[config.mk]
export PLATFORM = sky130hd
export DESIGN_NAME = sdram_boot_seq
export DESIGN_NICKNAME = d
export VERILOG_FILES = /design/src/rtl/sdram_boot_pkg.sv /design/src/rtl/boot_gap_timer.sv /design/src/rtl/boot_refresh_tally.sv /design/src/rtl/sdram_boot_seq.sv
export SDC_FILE = /design/constraint.sdc
export NUM_CORES = 1
export LEC_CHECK = 0
export ABC_AREA = 1
export BUFFER_PORTS_ARGS = -buffer_cell sky130_fd_sc_hd__buf_2
export CORE_UTILIZATION = 53
export DETAILED_ROUTE_END_ITERATION = 8
export PLACE_DENSITY = 0.83
export SLEW_MARGIN = 10
export SYNTH_ARGS = -nofsm -noshare
export SYNTH_HDL_FRONTEND = slang
export SYNTH_SLANG_ARGS = --single-unit
[constraint.sdc]
create_clock -name clk -period 1.6 [get_ports clk]
set_input_delay 0.08 -clock clk [delete_from_list [all_inputs] [get_ports clk]]
set_output_delay 0.08 -clock clk [all_outputs]
set_load 0.005 [all_outputs]
[src/rtl/sdram_boot_pkg.sv]
package sdram_boot_pkg;

    // Command code packed as {cs_n, ras_n, cas_n, we_n}
    typedef enum logic [3:0] {
        CMD_NOP  = 4'b0111,
        CMD_PALL = 4'b0010,
        CMD_AREF = 4'b0001,
        CMD_MLOAD = 4'b0000
    } sdram_cmd_e;

    typedef enum logic [2:0] {
        ST_PAUSE,
        ST_PRECH,
        ST_PRECH_GAP,
        ST_REFR,
        ST_REFR_GAP,
        ST_MODE,
        ST_MODE_GAP,
        ST_READY
    } boot_state_e;

    function automatic int max2(input int a, input int b);
        return (a > b) ? a : b;
    endfunction

endpackage

[src/rtl/boot_gap_timer.sv]
module boot_gap_timer #(
    parameter int W       = 16,
    parameter int RST_VAL = 0
) (
    input  logic         clk,
    input  logic         rst_n,
    input  logic         load,
    input  logic [W-1:0] load_val,
    output logic         expired
);

    logic [W-1:0] cnt_q;

    always_ff @(posedge clk or negedge rst_n) begin
        if (!rst_n) begin
            cnt_q <= W'(RST_VAL);
        end else if (load) begin
            cnt_q <= load_val;
        end else if (cnt_q != '0) begin
            cnt_q <= cnt_q - 1'b1;
        end
    end

    assign expired = (cnt_q == '0);

endmodule

[src/rtl/boot_refresh_tally.sv]
module boot_refresh_tally #(
    parameter int TARGET = 8,
    localparam int CW    = $clog2(TARGET + 1)
) (
    input  logic clk,
    input  logic rst_n,
    input  logic bump,
    output logic reached
);

    logic [CW-1:0] cnt_q;

    always_ff @(posedge clk or negedge rst_n) begin
        if (!rst_n) begin
            cnt_q <= '0;
        end else if (bump && !reached) begin
            cnt_q <= cnt_q + 1'b1;
        end
    end

    assign reached = (cnt_q >= CW'(TARGET));

endmodule

[src/rtl/sdram_boot_seq.sv]
module sdram_boot_seq
    import sdram_boot_pkg::*;
#(
    parameter int CLK_MHZ       = 125,
    parameter int PAUSE_US      = 200,
    parameter int PRECH_GAP     = 3,
    parameter int REFR_GAP      = 9,
    parameter int MODE_GAP      = 2,
    parameter int REFRESH_COUNT = 8,
    parameter bit REFRESH_FIRST = 1'b0,
    parameter int ADDR_W        = 13,
    parameter int DQM_W         = 2,
    parameter int PALL_BIT      = 10
) (
    input  logic              clk,
    input  logic              rst_n,
    input  logic [ADDR_W-1:0] mode_word,
    output logic              cs_n,
    output logic              ras_n,
    output logic              cas_n,
    output logic              we_n,
    output logic [ADDR_W-1:0] addr,
    output logic              cke,
    output logic [DQM_W-1:0]  dqm,
    output logic              init_done
);

    localparam int PAUSE_CYCLES = CLK_MHZ * PAUSE_US;
    localparam int MAX_WAIT = max2(max2(PAUSE_CYCLES, PRECH_GAP), max2(REFR_GAP, MODE_GAP));
    localparam int TW = $clog2(MAX_WAIT + 1);

    boot_state_e state_q, state_d;
    logic        tmr_load;
    logic [TW-1:0] tmr_val;
    logic        tmr_expired;
    logic        ref_bump;
    logic        ref_reached;
    sdram_cmd_e  cmd;

    boot_gap_timer #(
        .W       (TW),
        .RST_VAL (PAUSE_CYCLES - 1)
    ) u_timer (
        .clk      (clk),
        .rst_n    (rst_n),
        .load     (tmr_load),
        .load_val (tmr_val),
        .expired  (tmr_expired)
    );

    boot_refresh_tally #(
        .TARGET (REFRESH_COUNT)
    ) u_tally (
        .clk     (clk),
        .rst_n   (rst_n),
        .bump    (ref_bump),
        .reached (ref_reached)
    );

    // State register
    always_ff @(posedge clk or negedge rst_n) begin
        if (!rst_n) begin
            state_q <= ST_PAUSE;
        end else begin
            state_q <= state_d;
        end
    end

    // Transitions and timer control
    always_comb begin
        state_d  = state_q;
        tmr_load = 1'b0;
        tmr_val  = '0;
        ref_bump = 1'b0;
        unique case (state_q)
            ST_PAUSE: begin
                if (tmr_expired) state_d = ST_PRECH;
            end
            ST_PRECH: begin
                tmr_load = 1'b1;
                tmr_val  = TW'(PRECH_GAP - 1);
                state_d  = ST_PRECH_GAP;
            end
            ST_PRECH_GAP: begin
                if (tmr_expired) state_d = REFRESH_FIRST ? ST_REFR : ST_MODE;
            end
            ST_REFR: begin
                tmr_load = 1'b1;
                tmr_val  = TW'(REFR_GAP - 1);
                ref_bump = 1'b1;
                state_d  = ST_REFR_GAP;
            end
            ST_REFR_GAP: begin
                if (tmr_expired) begin
                    if (!ref_reached)      state_d = ST_REFR;
                    else if (REFRESH_FIRST) state_d = ST_MODE;
                    else                    state_d = ST_READY;
                end
            end
            ST_MODE: begin
                tmr_load = 1'b1;
                tmr_val  = TW'(MODE_GAP - 1);
                state_d  = ST_MODE_GAP;
            end
            ST_MODE_GAP: begin
                if (tmr_expired) state_d = REFRESH_FIRST ? ST_READY : ST_REFR;
            end
            ST_READY: begin
                state_d = ST_READY;
            end
        endcase
    end

    // Pin outputs decoded from the state
    always_comb begin
        cmd       = CMD_NOP;
        addr      = '0;
        init_done = 1'b0;
        unique case (state_q)
            ST_PRECH: begin
                cmd  = CMD_PALL;
                addr = ADDR_W'(1) << PALL_BIT;
            end
            ST_REFR:  cmd = CMD_AREF;
            ST_MODE: begin
                cmd  = CMD_MLOAD;
                addr = mode_word;
            end
            ST_READY: init_done = 1'b1;
            ST_PAUSE, ST_PRECH_GAP, ST_REFR_GAP, ST_MODE_GAP: cmd = CMD_NOP;
        endcase
    end

    assign {cs_n, ras_n, cas_n, we_n} = cmd;
    assign cke = 1'b1;
    assign dqm = init_done ? '0 : '1;

endmodule

==> results.txt, run 1 <==
----------------------------------------------------
[Critical path]
  CP startpoint ... u_timer.cnt_q[0]$_DFFE_PN1P_
  CP Cell Sequence ... inv_1 -> ha_1 -> nand3_2 -> buf_4 -> nor3_1 -> nand2_1 -> nand2_1 -> nand2_1 -> nand2_1
  Register-to-Register Setup Slack ... 0.06 ns
  Worst Path Required ... 1.86 ns
  Worst Setup Start Kind ... register
  Crit path capture type ... register
  Critical Path Slowest Stage Cell ... sky130_fd_sc_hd__dfstp_2
  Kind of critical path ... register to register
  Worst r2r path cells ... 9
  Top delay family on crit path ... simple AND/OR/NAND/NOR gates
  End of the worst register-to-register path ... state_q[1]$_DFFE_PN0P_
  Max FO, Critical Path ... 4
  Worst path max stage delay ... 0.39 ns
  CP Data Arrival Time ... 1.80 ns
  Launching point of the worst reg2reg path ... u_timer.cnt_q[0]$_DFFE_PN1P_
  Cell type with the highest occurrence count on the critical path ... sky130_fd_sc_hd__nand2_1
  Number of buffers and inverters on the critical path ... 2

[Placed design]
  Final Wtd Congestion ... 0.864
  Post-Place Cell Area ... 0.00165 mm^2
  Detail Placement HPWL ... 2370 um
  Post-placement cell count ... 277
  Number of input and output port buffers inserted ... 33

[Synthesis]
  Top FF cell, synth ... sky130_fd_sc_hd__dfrtp_1
  Largest area contributor in the synthesized netlist ... sky130_fd_sc_hd__dfrtp_1
  Biggest area contributors in the synthesized netlist ... sky130_fd_sc_hd__dfrtp_1, sky130_fd_sc_hd__dfstp_2, sky130_fd_sc_hd__nand2_1, sky130_fd_sc_hd__nor2_1, sky130_fd_sc_hd__inv_1
  Share of the synthesized area in the top cell type ... 24.2%
  Number of distinct library cells after synthesis ... 26
  Post-synth EDFFs ... 0
  Synth async-reset ratio ... 100%
  Mean instance size in the synthesized netlist ... 6.74 um^2
  Number of warnings printed during yosys synthesis ... 0
  Commonest cells post-synth ... sky130_fd_sc_hd__nand2_1, sky130_fd_sc_hd__nor2_1, sky130_fd_sc_hd__inv_1, sky130_fd_sc_hd__nand3_1, sky130_fd_sc_hd__dfrtp_1
  Number of synthesized register bits ... 22
  Mapped Cells ... 215
  Post-synthesis cell area ... 0.00145 mm^2
  Total nets after synthesis ... 233
  Most instantiated library cell after synthesis ... sky130_fd_sc_hd__nand2_1
  Sequential share of the synthesized area ... 38.7%

[Pwr]
  Post-layout power ... 1.02 mW
  Power share of the combinational group ... 3.4%
  Peak supply drop ... 0.629 mV
  Ratio of total power to cell area ... 582 mW/mm^2
  Switching power as a share of total power ... 19.1%
  Internal cell power ... 0.826 mW
  Leakage power ... 1.02 nW
  Part of the total power dissipated in sequential elements ... 54.5%
  Switching component of the power ... 0.196 mW
  Part of the power in the clock network ... 42.1%

[Floorplanning]
  Number of placement rows ... 18
  Die X-Extent ... 54.3 um
  Core footprint ... 0.00252 mm^2
  Starting Density ... 57.4%
  Count of pins on the block boundary ... 36
  Full die area ... 0.00295 mm^2
  Die boundary height ... 54.3 um

[Layout]
  Share of final-layout standard cells stronger than drive strength 1 ... 28.6%
  Final non-filler cell area ... 0.00175 mm^2
  Area overhead of the layout relative to synthesis ... 21.1%
  Net total in the final layout ... 274
  Antenna cells ... 0
  Non-filler instance count after layout ... 285
  Final core occ ... 69.5%

[Timing]
  Max Transition Viols Final ... 0
  Final cycle utilization of the critical path ... 96.3%
  Post-route worst hold slack ... 0.247 ns
  Setup Viol. Count Final ... 0
  Final critical delay including setup and external delays ... 1.54 ns
  FMAX ... 649 MHz
  Hold Violations, Final ... 0
  Final Skew ... 0.00324 ns

[Clock network]
  Clk_lat worst skew ... 0.31 ns
  TritonCTS clock tree ... done
  CTS Root Buffer Type ... sky130_fd_sc_hd__clkbuf_4
  TritonCTS Buffers ... 3
  Max clock buf depth ... 2
  Clock sink count ... 22
  Clock edge transition at the registers on the reported setup and hold paths ... 0.13 ns
  Maximum level of the CTS H-tree ... 1

[Global route]
  Pin count of the biggest net entering global routing ... 23
  Gr usage total ... 25.2%
  Global-route wire length before repair ... 5350 um
  Leftover overflow at the end of global routing ... 0
  Vias in the first global route ... 1301
  Initial antenna violation count ... 0

[Drt]
  Detailed-route DRC error count ... 0
  Wirelength per Cell ... 11.2 um
  Iteration count of the initial detailed-routing pass ... 4
  Iteration-0 DRC Markers ... 30
  Routed WL ... 3180 um
  Remaining number of nets flagged by the antenna check after routing ... 0
  Total number of vias ... 1412
  Average vias per placed instance ... 4.95

[Status]
  Result of the run ... complete, no violations

[Job]
  Max capacitance violation total ... 0

[Hold path]
  Path type of the worst min-delay path ... input port to async pin

----------------------------------------------------
## worst max path at each step
stage	slack (ns)	cells past startpoint	to
after floorplan	0.12	7	u_timer.cnt_q[6]$_DFFE_PN0P_
after global placement	0.09	9	u_timer.cnt_q[0]$_DFFE_PN1P_
after detailed placement	0.04	9	u_timer.cnt_q[0]$_DFFE_PN1P_
after CTS	0.02	6	cas_n
after global routing	-0.04	9	u_timer.cnt_q[0]$_DFFE_PN1P_
final	0.06	9	state_q[1]$_DFFE_PN0P_
## state kept, by name, summed over array words and instances, names as in the netlist
name and flops:
state_q 3, u_tally.cnt_q 4, u_timer.cnt_q 15
## logic make-up (layout without fill, tap and decap cells)
family                     Yosys count  count (layout)  synth area share [%]
AOI/OAI and AO/OA                   11              11                  5.01
xor gates and xnor gates             2               2                  1.21
adders and majority gates            3               3                  2.59
buffers and inverters               47              86                  14.1
DFF                                 22              22                  38.7
other                                2               2                 0.518
and+or+nand+nor                    128             129                  37.9
## power groups by stage
stage	logic [mW]	registers, mW	clock network [mW]
6_report	0.0349	0.557	0.430
3_5_place_dp	0.0337	0.567	0
5_1_grt	0.0407	0.557	0.455
3_3_place_gp	0.0325	0.567	0
2_1_floorplan	0.0101	0.567	0
4_1_cts	0.0358	0.557	0.442
## stage by stage
stage	setup TNS (ns)	worst slack, ns
2_1_floorplan	0	0.119
3_3_place_gp	0	0.0879
3_5_place_dp	0	0.0397
4_1_cts	0	0.0170
5_1_grt	-0.0473	-0.0425
6_report	0	0.0594
## final cells by class
cell class / count / area, um^2
inverters: 41 / 154
flip-flops and latches: 22 / 564
repair buffers: 41 / 240
clock buffers: 3 / 22.5
fillers: 218 / 768
clock inverters: 1 / 30.0
multi-input cells: 147 / 706
well taps: 30 / 37.5
## layer usage
| layer | vias to the layer above | part of all wire (%) | track usage (%) |
|---|---|---|---|
| met5 | - | 0 | 0 |
| met4 | 0 | 1.5 | 8.12 |
| met3 | 8 | 2.8 | 3.61 |
| met2 | 28 | 50 | 45.7 |
| met1 | 646 | 46 | 30.2 |
| li1 | 730 | - | - |
## cell usage in the layout (no fill, tap or decap)
master	count
sky130_fd_sc_hd__dlygate4sd3_1	1
sky130_fd_sc_hd__buf_12	1
sky130_fd_sc_hd__nand3_2	2
sky130_fd_sc_hd__nor3_1	4
sky130_fd_sc_hd__buf_2	33
sky130_fd_sc_hd__nand4_1	4
sky130_fd_sc_hd__dfstp_2	8
sky130_fd_sc_hd__xnor2_1	1
sky130_fd_sc_hd__nand2_4	1
sky130_fd_sc_hd__inv_1	37
sky130_fd_sc_hd__nand2_1	48
sky130_fd_sc_hd__o21ai_0	5
sky130_fd_sc_hd__nor2_4	1
sky130_fd_sc_hd__buf_4	6
sky130_fd_sc_hd__or2_2	5
sky130_fd_sc_hd__o21ai_4	1
sky130_fd_sc_hd__o21bai_1	1
sky130_fd_sc_hd__dfrtp_1	11
sky130_fd_sc_hd__ha_1	3
sky130_fd_sc_hd__xor2_1	1
sky130_fd_sc_hd__dfrtp_2	3
sky130_fd_sc_hd__nand3_1	19
sky130_fd_sc_hd__clkbuf_4	3
sky130_fd_sc_hd__conb_1	2
sky130_fd_sc_hd__nor2_2	2
sky130_fd_sc_hd__inv_2	4
sky130_fd_sc_hd__o21ai_2	1
sky130_fd_sc_hd__bufinv_16	1
sky130_fd_sc_hd__a21oi_1	3
sky130_fd_sc_hd__nor2_1	42
sky130_fd_sc_hd__nand2_2	1
## repair_timing
action	CTS	global route
setup endpoints to repair	6	16
hold endpoints to repair	14	0
buffers inserted	0	2
pin swaps	0	1
hold buffers	1	0
gates resized for setup	3	6
cloned	0	1
## worst reg2reg max path, stage by stage (launching register included)
cell                      delay [ns]
sky130_fd_sc_hd__dfstp_2        0.39
sky130_fd_sc_hd__inv_1          0.07
sky130_fd_sc_hd__ha_1           0.20
sky130_fd_sc_hd__nand3_2        0.13
sky130_fd_sc_hd__buf_4          0.16
sky130_fd_sc_hd__nor3_1         0.19
sky130_fd_sc_hd__nand2_1        0.14
sky130_fd_sc_hd__nand2_1        0.11
sky130_fd_sc_hd__nand2_1        0.06
sky130_fd_sc_hd__nand2_1        0.05
(Power assumes the default switching activity.)
==> run 2: changes to the inputs <==
--- a/config.mk
+++ b/config.mk
@@ -5,11 +5,10 @@
 export SDC_FILE = /design/constraint.sdc
 export NUM_CORES = 1
 export LEC_CHECK = 0
-export ABC_AREA = 1
 export BUFFER_PORTS_ARGS = -buffer_cell sky130_fd_sc_hd__buf_2
-export CORE_UTILIZATION = 53
+export CORE_UTILIZATION = 51
 export DETAILED_ROUTE_END_ITERATION = 8
-export PLACE_DENSITY = 0.83
+export PLACE_DENSITY = 0.82
 export SLEW_MARGIN = 10
 export SYNTH_ARGS = -nofsm -noshare
 export SYNTH_HDL_FRONTEND = slang
==> run 2 against run 1 <==
Against the previous run:
- the flow now finishes with violations (negative setup slack)
- via count is 24% higher
- clock skew is 0.0087 ns higher
- synthesized cell count is 33% lower
- first-iteration DRC count grew to 5.3 times the previous value
- clock-buffer cell count is 1 higher
- critical endpoint is now u_timer.cnt_q[7]$_DFFE_PN1P_
- cell count is 13% lower
- highest routed layer unchanged
- hold slack worse by 0.016 ns
==> results.txt, run 2 <==
----------------------------------------------------
[Pwr]
  Part of the total power dissipated in sequential elements ... 60.1% (was 54.5%)
  Peak supply drop ... 0.402 mV (was 0.629 mV)
  Ratio of total power to cell area ... 430 mW/mm^2 (was 582 mW/mm^2)
  Power share of the combinational group ... 3.7% (was 3.4%)
  Switching component of the power ... 0.217 mW (was 0.196 mW)
  Part of the power in the clock network ... 36.2% (was 42.1%)
  Leakage power ... 0.974 nW (was 1.02 nW)
  Internal cell power ... 0.711 mW (was 0.826 mW)
  Switching power as a share of total power ... 23.4% (was 19.1%)

[Clock network]
  TritonCTS Buffers ... 3 (unchanged)
  TritonCTS clock tree ... done (unchanged)
  Maximum level of the CTS H-tree ... 1 (unchanged)
  Clock sink count ... 22 (unchanged)
  CTS Root Buffer Type ... sky130_fd_sc_hd__clkbuf_4 (unchanged)
  Clock edge transition at the registers on the reported setup and hold paths ... 0.14 ns (was 0.13 ns)
  Clk_lat worst skew ... 0.33 ns (was 0.31 ns)
  Max clock buf depth ... 2 (unchanged)

[Timing]
  Worst Tran Pin Value ... 0.511 ns
  Final critical delay including setup and external delays ... 1.99 ns (was 1.54 ns)
  Max Transition Viols Final ... 0 (unchanged)
  Post-route worst hold slack ... 0.231 ns (was 0.247 ns)
  Max-slew headroom ... 65.9%
  Hold Violations, Final ... 0 (unchanged)
  Unrepaired setup endpoints after global routing ... yes
  FMAX ... 502 MHz (was 649 MHz)
  Final cycle utilization of the critical path ... 124% (was 96.3%)
  Setup Viol. Count Final ... 29 (was 0)
  Setup ws final ... -0.392 ns (was 0.0594 ns)
  Final Skew ... 0.0120 ns (was 0.00324 ns)

[Floorplanning]
  Core footprint ... 0.00230 mm^2 (was 0.00252 mm^2)
  Starting Density ... 56.5% (was 57.4%)
  Die X-Extent ... 52.5 um (was 54.3 um)
  Count of pins on the block boundary ... 36 (unchanged)
  Die boundary height ... 52.5 um (was 54.3 um)
  Full die area ... 0.00275 mm^2 (was 0.00295 mm^2)
  Number of placement rows ... 17 (was 18)

[Drt]
  Routed WL ... 6490 um (was 3180 um)
  Average vias per placed instance ... 7.03 (was 4.95)
  Detailed-route DRC error count ... 0 (unchanged)
  Iteration count of the initial detailed-routing pass ... 5 (was 4)
  Iteration-0 DRC Markers ... 160 (was 30)
  Total number of vias ... 1744 (was 1412)
  Wirelength per Cell ... 26.2 um (was 11.2 um)
  Remaining number of nets flagged by the antenna check after routing ... 0 (unchanged)

[Layout]
  Flip-flop count of the largest register, all copies and words added ... 15 (unchanged)
  Register with the most flip-flops ... u_timer.cnt_q (unchanged)
  Leading registers by flop count ... u_timer.cnt_q (15), u_tally.cnt_q (4), state_q (3) (unchanged)
  Filler Cell Count ... 56 (was 218)
  Share of final-layout standard cells stronger than drive strength 1 ... 60.9% (was 28.6%)
  Antenna cells ... 0 (unchanged)
  FF/Latch Area ... 561 um^2 (was 564 um^2)
  Area overhead of the layout relative to synthesis ... 65.9% (was 21.1%)
  Net total in the final layout ... 239 (was 274)
  Final non-filler cell area ... 0.00215 mm^2 (was 0.00175 mm^2)
  Most common cell after layout, fill and taps aside ... sky130_fd_sc_hd__buf_4 (was sky130_fd_sc_hd__nand2_1)
  Most frequent cells in the layout ... sky130_fd_sc_hd__buf_4, sky130_fd_sc_hd__buf_2, sky130_fd_sc_hd__buf_6 (was sky130_fd_sc_hd__nand2_1, sky130_fd_sc_hd__nor2_1, sky130_fd_sc_hd__inv_1)
  Area of combinational cells with multiple inputs ... 880 um^2 (was 706 um^2)

[Critical path]
  Worst Setup Start Kind ... register (unchanged)
  Cell type with the highest occurrence count on the critical path ... sky130_fd_sc_hd__buf_6 (was sky130_fd_sc_hd__nand2_1)
  Critical Path Slowest Stage Cell ... sky130_fd_sc_hd__dfstp_2 (unchanged)
  CP Data Arrival Time ... 2.26 ns (was 1.80 ns)
  Top delay family on crit path ... buffers and inverters (was simple AND/OR/NAND/NOR gates)
  Max FO, Critical Path ... 5 (was 4)
  Crit path capture type ... register (unchanged)
  Kind of critical path ... register to register (unchanged)
  CP Cell Sequence ... buf_6 -> nor4_4 -> buf_4 -> buf_4 -> buf_6 -> and4_4 -> buf_6 -> o31ai_1 -> a21oi_2 (was inv_1 -> ha_1 -> nand3_2 -> buf_4 -> nor3_1 -> nand2_1 -> nand2_1 -> nand2_1 -> nand2_1)
  Number of buffers and inverters on the critical path ... 5 (was 2)
  Worst path max stage delay ... 0.59 ns (was 0.39 ns)
  Worst Path Required ... 1.87 ns (was 1.86 ns)

[Global route]
  Peak-usage layer in the global routing report ... met2 (unchanged)
  Gr usage total ... 37.7% (was 25.2%)
  Pin count of the biggest net entering global routing ... 23 (unchanged)
  Global-route wire length before repair ... 7340 um (was 5350 um)
  M1 GR Usage ... 47.2% (was 30.2%)
  Initial antenna violation count ... 0 (unchanged)
  Routing usage on met3 ... 7.54% (was 3.61%)
  Met2 usage ... 60.1% (was 45.7%)
  Vias in the first global route ... 1473 (was 1301)
  Leftover overflow at the end of global routing ... 0 (unchanged)

[Synthesis]
  Mean instance size in the synthesized netlist ... 9.02 um^2 (was 6.74 um^2)
  Dominant combinational cell family by area after synthesis ... simple AND/OR/NAND/NOR gates (unchanged)
  Synth async-reset ratio ... 100% (unchanged)
  Most instantiated library cell after synthesis ... sky130_fd_sc_hd__dfrtp_1 (was sky130_fd_sc_hd__nand2_1)
  Commonest cells post-synth ... sky130_fd_sc_hd__dfrtp_1, sky130_fd_sc_hd__and2_1, sky130_fd_sc_hd__nand2_1, sky130_fd_sc_hd__a21oi_1, sky130_fd_sc_hd__inv_1 (was sky130_fd_sc_hd__nand2_1, sky130_fd_sc_hd__nor2_1, sky130_fd_sc_hd__inv_1, sky130_fd_sc_hd__nand3_1, sky130_fd_sc_hd__dfrtp_1)
  Multiplexer area fraction after synthesis ... 0.771% (was 0%)
  Total nets after synthesis ... 162 (was 233)
  Post-synth EDFFs ... 0 (unchanged)
  Number of warnings printed during yosys synthesis ... 0 (unchanged)
  Sequential share of the synthesized area ... 43.2% (was 38.7%)
  Xor/xnor cell area share of the yosys netlist ... 2.70% (was 1.21%)
  Top FF cell, synth ... sky130_fd_sc_hd__dfrtp_1 (unchanged)
  Synthesized-area fraction occupied by adder cells ... 2.89% (was 2.59%)
  Biggest area contributors in the synthesized netlist ... sky130_fd_sc_hd__dfrtp_1, sky130_fd_sc_hd__dfstp_2, sky130_fd_sc_hd__and2_1, sky130_fd_sc_hd__a21oi_1, sky130_fd_sc_hd__or3_1 (was sky130_fd_sc_hd__dfrtp_1, sky130_fd_sc_hd__dfstp_2, sky130_fd_sc_hd__nand2_1, sky130_fd_sc_hd__nor2_1, sky130_fd_sc_hd__inv_1)
  Mapped Cells ... 144 (was 215)
  Number of distinct library cells after synthesis ... 38 (was 26)
  Share of synthesized cell area in and, or, nand and nor gates ... 27.9% (was 37.9%)
  Number of synthesized register bits ... 22 (unchanged)
  Largest area contributor in the synthesized netlist ... sky130_fd_sc_hd__dfrtp_1 (unchanged)
  Compound-cell area share of the yosys netlist ... 16.2% (was 5.01%)
  Share of the synthesized area in the top cell type ... 27.0% (was 24.2%)
  Post-synthesis cell area ... 0.00130 mm^2 (was 0.00145 mm^2)

[Placed design]
  Post-Place Cell Area ... 0.00167 mm^2 (was 0.00165 mm^2)
  Detail Placement HPWL ... 2530 um (was 2370 um)
  Number of input and output port buffers inserted ... 33 (unchanged)
  Final Wtd Congestion ... 0.919 (was 0.864)
  Setup WS pre-CTS ... -0.267 ns (was 0.0397 ns)

[Status]
  Result of the run ... finished, violations left (was complete, no violations)
  Violations in the final reports ... negative setup slack

[Job]
  Max capacitance violation total ... 0 (unchanged)

[Hold path]
  Path type of the worst min-delay path ... input port to async pin (unchanged)

----------------------------------------------------
==> run 2: changes by cell type after synthesis, sizes merged, moves of 3 or more <==
cell / change
nand3: -17
o21ai: -3
nor2: -37
nand2: -37
and2: +13
buf: -3
inv: -30
or3: +8
or2: -5
or4: +4
a21oi: +8
clkbuf: +3
==> run 2: layout make-up <==
class	count	share of cell area [%]
Multi-Input combinational cell	105	40.8
Sequential cell	22	26.0
Inverter	11	2.32
Clock buffer	4	1.68
Timing Repair Buffer	78	27.5
Tap cell	28	1.63
==> run 2: kinds of logic (layout without fill, tap and decap cells) <==
logic type / Yosys count / in the layout
xor gates and xnor gates: 4 / 4
buffers and inverters: 17 / 93
and+or+nand+nor: 64 / 64
other: 2 / 2
muxes: 1 / 1
DFF: 22 / 22
adders and majority gates: 3 / 3
AOI/OAI and AO/OA: 31 / 31
==> run 2: power groups by stage <==
stage               logic, mW  registers, mW  clock network (mW)
floorplan             0.00523          0.567                   0
global placement       0.0265          0.567                   0
detailed placement     0.0284          0.567                   0
CTS                    0.0305          0.557               0.323
global route           0.0377          0.557               0.350
finish                 0.0346          0.557               0.335
==> run 2: worst reg2reg max path: stages (launching register included) <==
cell,delay (ns)
sky130_fd_sc_hd__dfstp_2,0.59
sky130_fd_sc_hd__buf_6,0.12
sky130_fd_sc_hd__nor4_4,0.04
sky130_fd_sc_hd__buf_4,0.15
sky130_fd_sc_hd__buf_4,0.14
sky130_fd_sc_hd__buf_6,0.11
sky130_fd_sc_hd__and4_4,0.18
sky130_fd_sc_hd__buf_6,0.13
sky130_fd_sc_hd__o31ai_1,0.40
sky130_fd_sc_hd__a21oi_2,0.10
==> run 2: final timing paths <==
check	slack [ns]	from	depth (start not counted)	endpoint
max reg2reg	-0.39	u_timer.cnt_q[5]$_DFFE_PN1P_	9	u_timer.cnt_q[7]$_DFFE_PN1P_
max	-0.39	u_timer.cnt_q[5]$_DFFE_PN1P_	9	u_timer.cnt_q[7]$_DFFE_PN1P_
max in group asynchronous	0.98	rst_n	2	u_timer.cnt_q[8]$_DFFE_PN1P_
min	0.23	rst_n	2	u_timer.cnt_q[6]$_DFFE_PN0P_
min reg2reg	0.55	u_timer.cnt_q[14]$_DFFE_PN1P_	1	u_timer.cnt_q[14]$_DFFE_PN1P_
min in group clk	0.43	mode_word[0]	3	addr[0]
==> run 2: through the flow <==
step	power, mW	TNS (ns)	std cells	util [%]
floorplan	0.572	-0.727	144	-
global placement	0.593	-0.678	223	72.9
detailed placement	0.595	-1.20	223	72.9
CTS	0.911	-2.33	237	84.4
global route	0.945	-6.44	248	93.8
finish	0.927	-5.30	248	93.8
==> run 2: repair_timing <==
action,in CTS,in global routing
hold buffers,1,0
setup endpoints to repair,26,32
gates cloned,1,0
gates resized for setup,37,31
buffers inserted,8,11
hold endpoints to repair,14,0
pin swaps,16,18
==> run 2: routing by layer <==
layer,up-vias,part of all wire [%]
li1,669,-
met1,810,33
met2,193,46
met3,72,11
met4,0,9.4
met5,-,0
==> run 3: changes to the inputs <==
--- a/config.mk
+++ b/config.mk
@@ -5,10 +5,12 @@
 export SDC_FILE = /design/constraint.sdc
 export NUM_CORES = 1
 export LEC_CHECK = 0
-export BUFFER_PORTS_ARGS = -buffer_cell sky130_fd_sc_hd__buf_2
-export CORE_UTILIZATION = 51
+export CORE_UTILIZATION = 60
 export DETAILED_ROUTE_END_ITERATION = 8
-export PLACE_DENSITY = 0.82
+export DONT_BUFFER_PORTS = 1
+export GPL_TIMING_DRIVEN = 0
+export MAX_ROUTING_LAYER = met4
+export PLACE_DENSITY = 0.8
 export SLEW_MARGIN = 10
 export SYNTH_ARGS = -nofsm -noshare
 export SYNTH_HDL_FRONTEND = slang
==> run 3 against run 2 <==
Against the previous run:
- cell count fell by 17%
- largest cell class unchanged
- flip-flop and latch count did not move
- the run still ends with negative setup slack left
- sequential power barely moved
- clock power fell by 24%
- via count fell by 18%
==> results.txt, run 3 (same netlist as run 2, synthesis figures left out) <==
----------------------------------------------------
[Hold path]
  Worst hold start ... mode_word[10]
  Path type of the worst min-delay path ... input port to output port (was input port to async pin)

[Timing]
  Setup Viol. Count Final ... 16 (was 29)
  Max Transition Viols Final ... 0 (unchanged)
  Final Skew ... 0.00162 ns (was 0.0120 ns)
  FMAX ... 503 MHz (was 502 MHz)
  Hold Violations, Final ... 0 (unchanged)
  Max-slew headroom ... 32.9% (was 65.9%)
  Worst Tran Pin Value ... 1.00 ns (was 0.511 ns)
  Setup ws final ... -0.386 ns (was -0.392 ns)
  Final critical delay including setup and external delays ... 1.99 ns (about the same)
  Final cycle utilization of the critical path ... 124% (about the same)
  Post-route worst hold slack ... 0.263 ns (was 0.231 ns)
  Unrepaired setup endpoints after global routing ... yes (unchanged)

[Layout]
  Area of combinational cells with multiple inputs ... 826 um^2 (was 880 um^2)
  Most frequent cells in the layout ... sky130_fd_sc_hd__buf_4, sky130_fd_sc_hd__and2_1, sky130_fd_sc_hd__nand2_1, sky130_fd_sc_hd__dfrtp_1, sky130_fd_sc_hd__a21oi_1 (was sky130_fd_sc_hd__buf_4, sky130_fd_sc_hd__buf_2, sky130_fd_sc_hd__buf_6)
  Non-filler instance count after layout ... 206 (was 248)
  Share of final-layout standard cells stronger than drive strength 1 ... 43.6% (was 60.9%)
  Leading registers by flop count ... u_timer.cnt_q (15), u_tally.cnt_q (4), state_q (3) (unchanged)
  Antenna cells ... 0 (unchanged)
  Register with the most flip-flops ... u_timer.cnt_q (unchanged)
  Filler Cell Count ... 88 (was 56)
  Final non-filler cell area ... 0.00181 mm^2 (was 0.00215 mm^2)
  Net total in the final layout ... 199 (was 239)
  Final core occ ... 90.4% (was 93.8%)
  Most common cell after layout, fill and taps aside ... sky130_fd_sc_hd__buf_4 (unchanged)
  Flip-flop count of the largest register, all copies and words added ... 15 (unchanged)
  Area overhead of the layout relative to synthesis ... 39.3% (was 65.9%)
  FF/Latch Area ... 566 um^2 (was 561 um^2)

[Pwr]
  Ratio of total power to cell area ... 459 mW/mm^2 (was 430 mW/mm^2)
  Leakage power ... 0.778 nW (was 0.974 nW)
  Peak supply drop ... 0.541 mV (was 0.402 mV)

[Drt]
  Detailed-route DRC error count ... 0 (unchanged)
  Average vias per placed instance ... 6.97 (was 7.03)
  Iteration count of the initial detailed-routing pass ... 6 (was 5)
  Iteration-0 DRC Markers ... 142 (was 160)
  Wirelength per Cell ... 23.0 um (was 26.2 um)
  Routed WL ... 4740 um (was 6490 um)
  Total number of vias ... 1436 (was 1744)
  Remaining number of nets flagged by the antenna check after routing ... 0 (unchanged)

[Global route]
  Routing usage on met3 ... 9.12% (was 7.54%)
  Global-route wire length before repair ... 6060 um (was 7340 um)
  Initial antenna violation count ... 0 (unchanged)
  Leftover overflow at the end of global routing ... 0 (unchanged)
  Vias in the first global route ... 1282 (was 1473)
  Met2 usage ... 64.6% (was 60.1%)
  Pin count of the biggest net entering global routing ... 23 (unchanged)
  Peak-usage layer in the global routing report ... met2 (unchanged)
  M1 GR Usage ... 38.4% (was 47.2%)
  Gr usage total ... 36.0% (was 37.7%)

[Placed design]
  Post-placement cell count ... 171 (was 223)
  Detail Placement HPWL ... 2110 um (was 2530 um)
  Final Wtd Congestion ... 0.823 (was 0.919)
  Number of input and output port buffers inserted ... 0 (was 33)
  Post-Place Cell Area ... 0.00136 mm^2 (was 0.00167 mm^2)

[Clock network]
  Max clock buf depth ... 2 (unchanged)
  Clock edge transition at the registers on the reported setup and hold paths ... 0.12 ns (was 0.14 ns)
  Clk_lat worst skew ... 0.31 ns (was 0.33 ns)
  TritonCTS Buffers ... 3 (unchanged)
  Maximum level of the CTS H-tree ... 1 (unchanged)
  CTS Root Buffer Type ... sky130_fd_sc_hd__clkbuf_4 (unchanged)
  TritonCTS clock tree ... done (unchanged)
  Clock sink count ... 22 (unchanged)

[Floorplanning]
  Die boundary height ... 48.5 um (was 52.5 um)
  Core footprint ... 0.00200 mm^2 (was 0.00230 mm^2)
  Starting Density ... 64.9% (was 56.5%)
  Count of pins on the block boundary ... 36 (unchanged)
  Die X-Extent ... 48.5 um (was 52.5 um)
  Full die area ... 0.00235 mm^2 (was 0.00275 mm^2)
  Number of placement rows ... 16 (was 17)

[Critical path]
  Cell type with the highest occurrence count on the critical path ... sky130_fd_sc_hd__buf_4 (was sky130_fd_sc_hd__buf_6)
  Max FO, Critical Path ... 4 (was 5)
  Critical Path Slowest Stage Cell ... sky130_fd_sc_hd__or4_1 (was sky130_fd_sc_hd__dfstp_2)
  Top delay family on crit path ... simple AND/OR/NAND/NOR gates (was buffers and inverters)
  Worst Path Required ... 1.86 ns (was 1.87 ns)
  CP Cell Sequence ... buf_4 -> nor4_4 -> buf_4 -> buf_6 -> nand4_1 -> or4_1 -> nand2_1 (was buf_6 -> nor4_4 -> buf_4 -> buf_4 -> buf_6 -> and4_4 -> buf_6 -> o31ai_1 -> a21oi_2)
  CP startpoint ... u_timer.cnt_q[3]$_DFFE_PN0P_ (was u_timer.cnt_q[5]$_DFFE_PN1P_)
  Worst Setup Start Kind ... register (unchanged)
  Worst path max stage delay ... 0.48 ns (was 0.59 ns)
  Number of buffers and inverters on the critical path ... 3 (was 5)
  Kind of critical path ... register to register (unchanged)
  CP Data Arrival Time ... 2.24 ns (was 2.26 ns)
  Crit path capture type ... register (unchanged)
  Launching point of the worst reg2reg path ... u_timer.cnt_q[3]$_DFFE_PN0P_ (was u_timer.cnt_q[5]$_DFFE_PN1P_)

[Status]
  Result of the run ... finished, violations left (unchanged)
  Violations in the final reports ... negative setup slack (unchanged)

[Job]
  Max capacitance violation total ... 0 (unchanged)

----------------------------------------------------
## run 3: per-stage QoR
stage               setup WS [ns]  total power, mW  setup TNS [ns]
finish                     -0.386            0.831           -3.85
global route               -0.479            0.846           -4.71
CTS                        -0.279            0.831           -1.80
detailed placement         -0.468            0.572           -3.27
global placement           -0.314            0.572           -2.41
floorplan                  -0.228            0.572          -0.727
## run 3: worst paths after layout
check	endpoint	slack, ns	cells after the start
worst max-delay path	u_timer.cnt_q[11]$_DFFE_PN0P_	-0.39	7
worst min-delay path	addr[10]	0.26	2
worst max register to register	u_timer.cnt_q[11]$_DFFE_PN0P_	-0.39	7
worst min register to register	u_tally.cnt_q[2]$_DFFE_PN0P_	0.50	1
max in group asynchronous	state_q[0]$_DFFE_PN0P_	0.56	1
min in group asynchronous	u_timer.cnt_q[9]$_DFFE_PN0P_	0.37	1
## run 3: power breakdown
group | leakage (nW) | switching (mW) | internal (mW)
logic | 0.507 | 0.0126 | 0.00509
registers | 0.256 | 0 | 0.557
clock network | 0.0138 | 0.168 | 0.0882
total | 0.778 | 0.181 | 0.650
## run 3: per-layer routing
metal / up-vias / routed length [um]
met5: - / 0
met4: 0 / 342
met3: 52 / 483
met2: 131 / 2220
met1: 671 / 1700
li1: 582 / -
## run 3: layout make-up
cell class | instances | area share, %
Buffer | 5 | 1.94
Clock buffer | 3 | 1.24
Inverter | 11 | 2.49
Multi-Input combinational cell | 105 | 45.6
Sequential cell | 22 | 31.3
Tap cell | 27 | 1.87
Timing Repair Buffer | 33 | 15.6
## run 3: what timing repair did
item | in CTS | in global routing
gates resized for setup | 27 | 14
pin swaps | 19 | 4
hold buffers | 1 | 0
hold endpoints to repair | 22 | 0
setup endpoints to repair | 27 | 26
setup buffers | 28 | 5
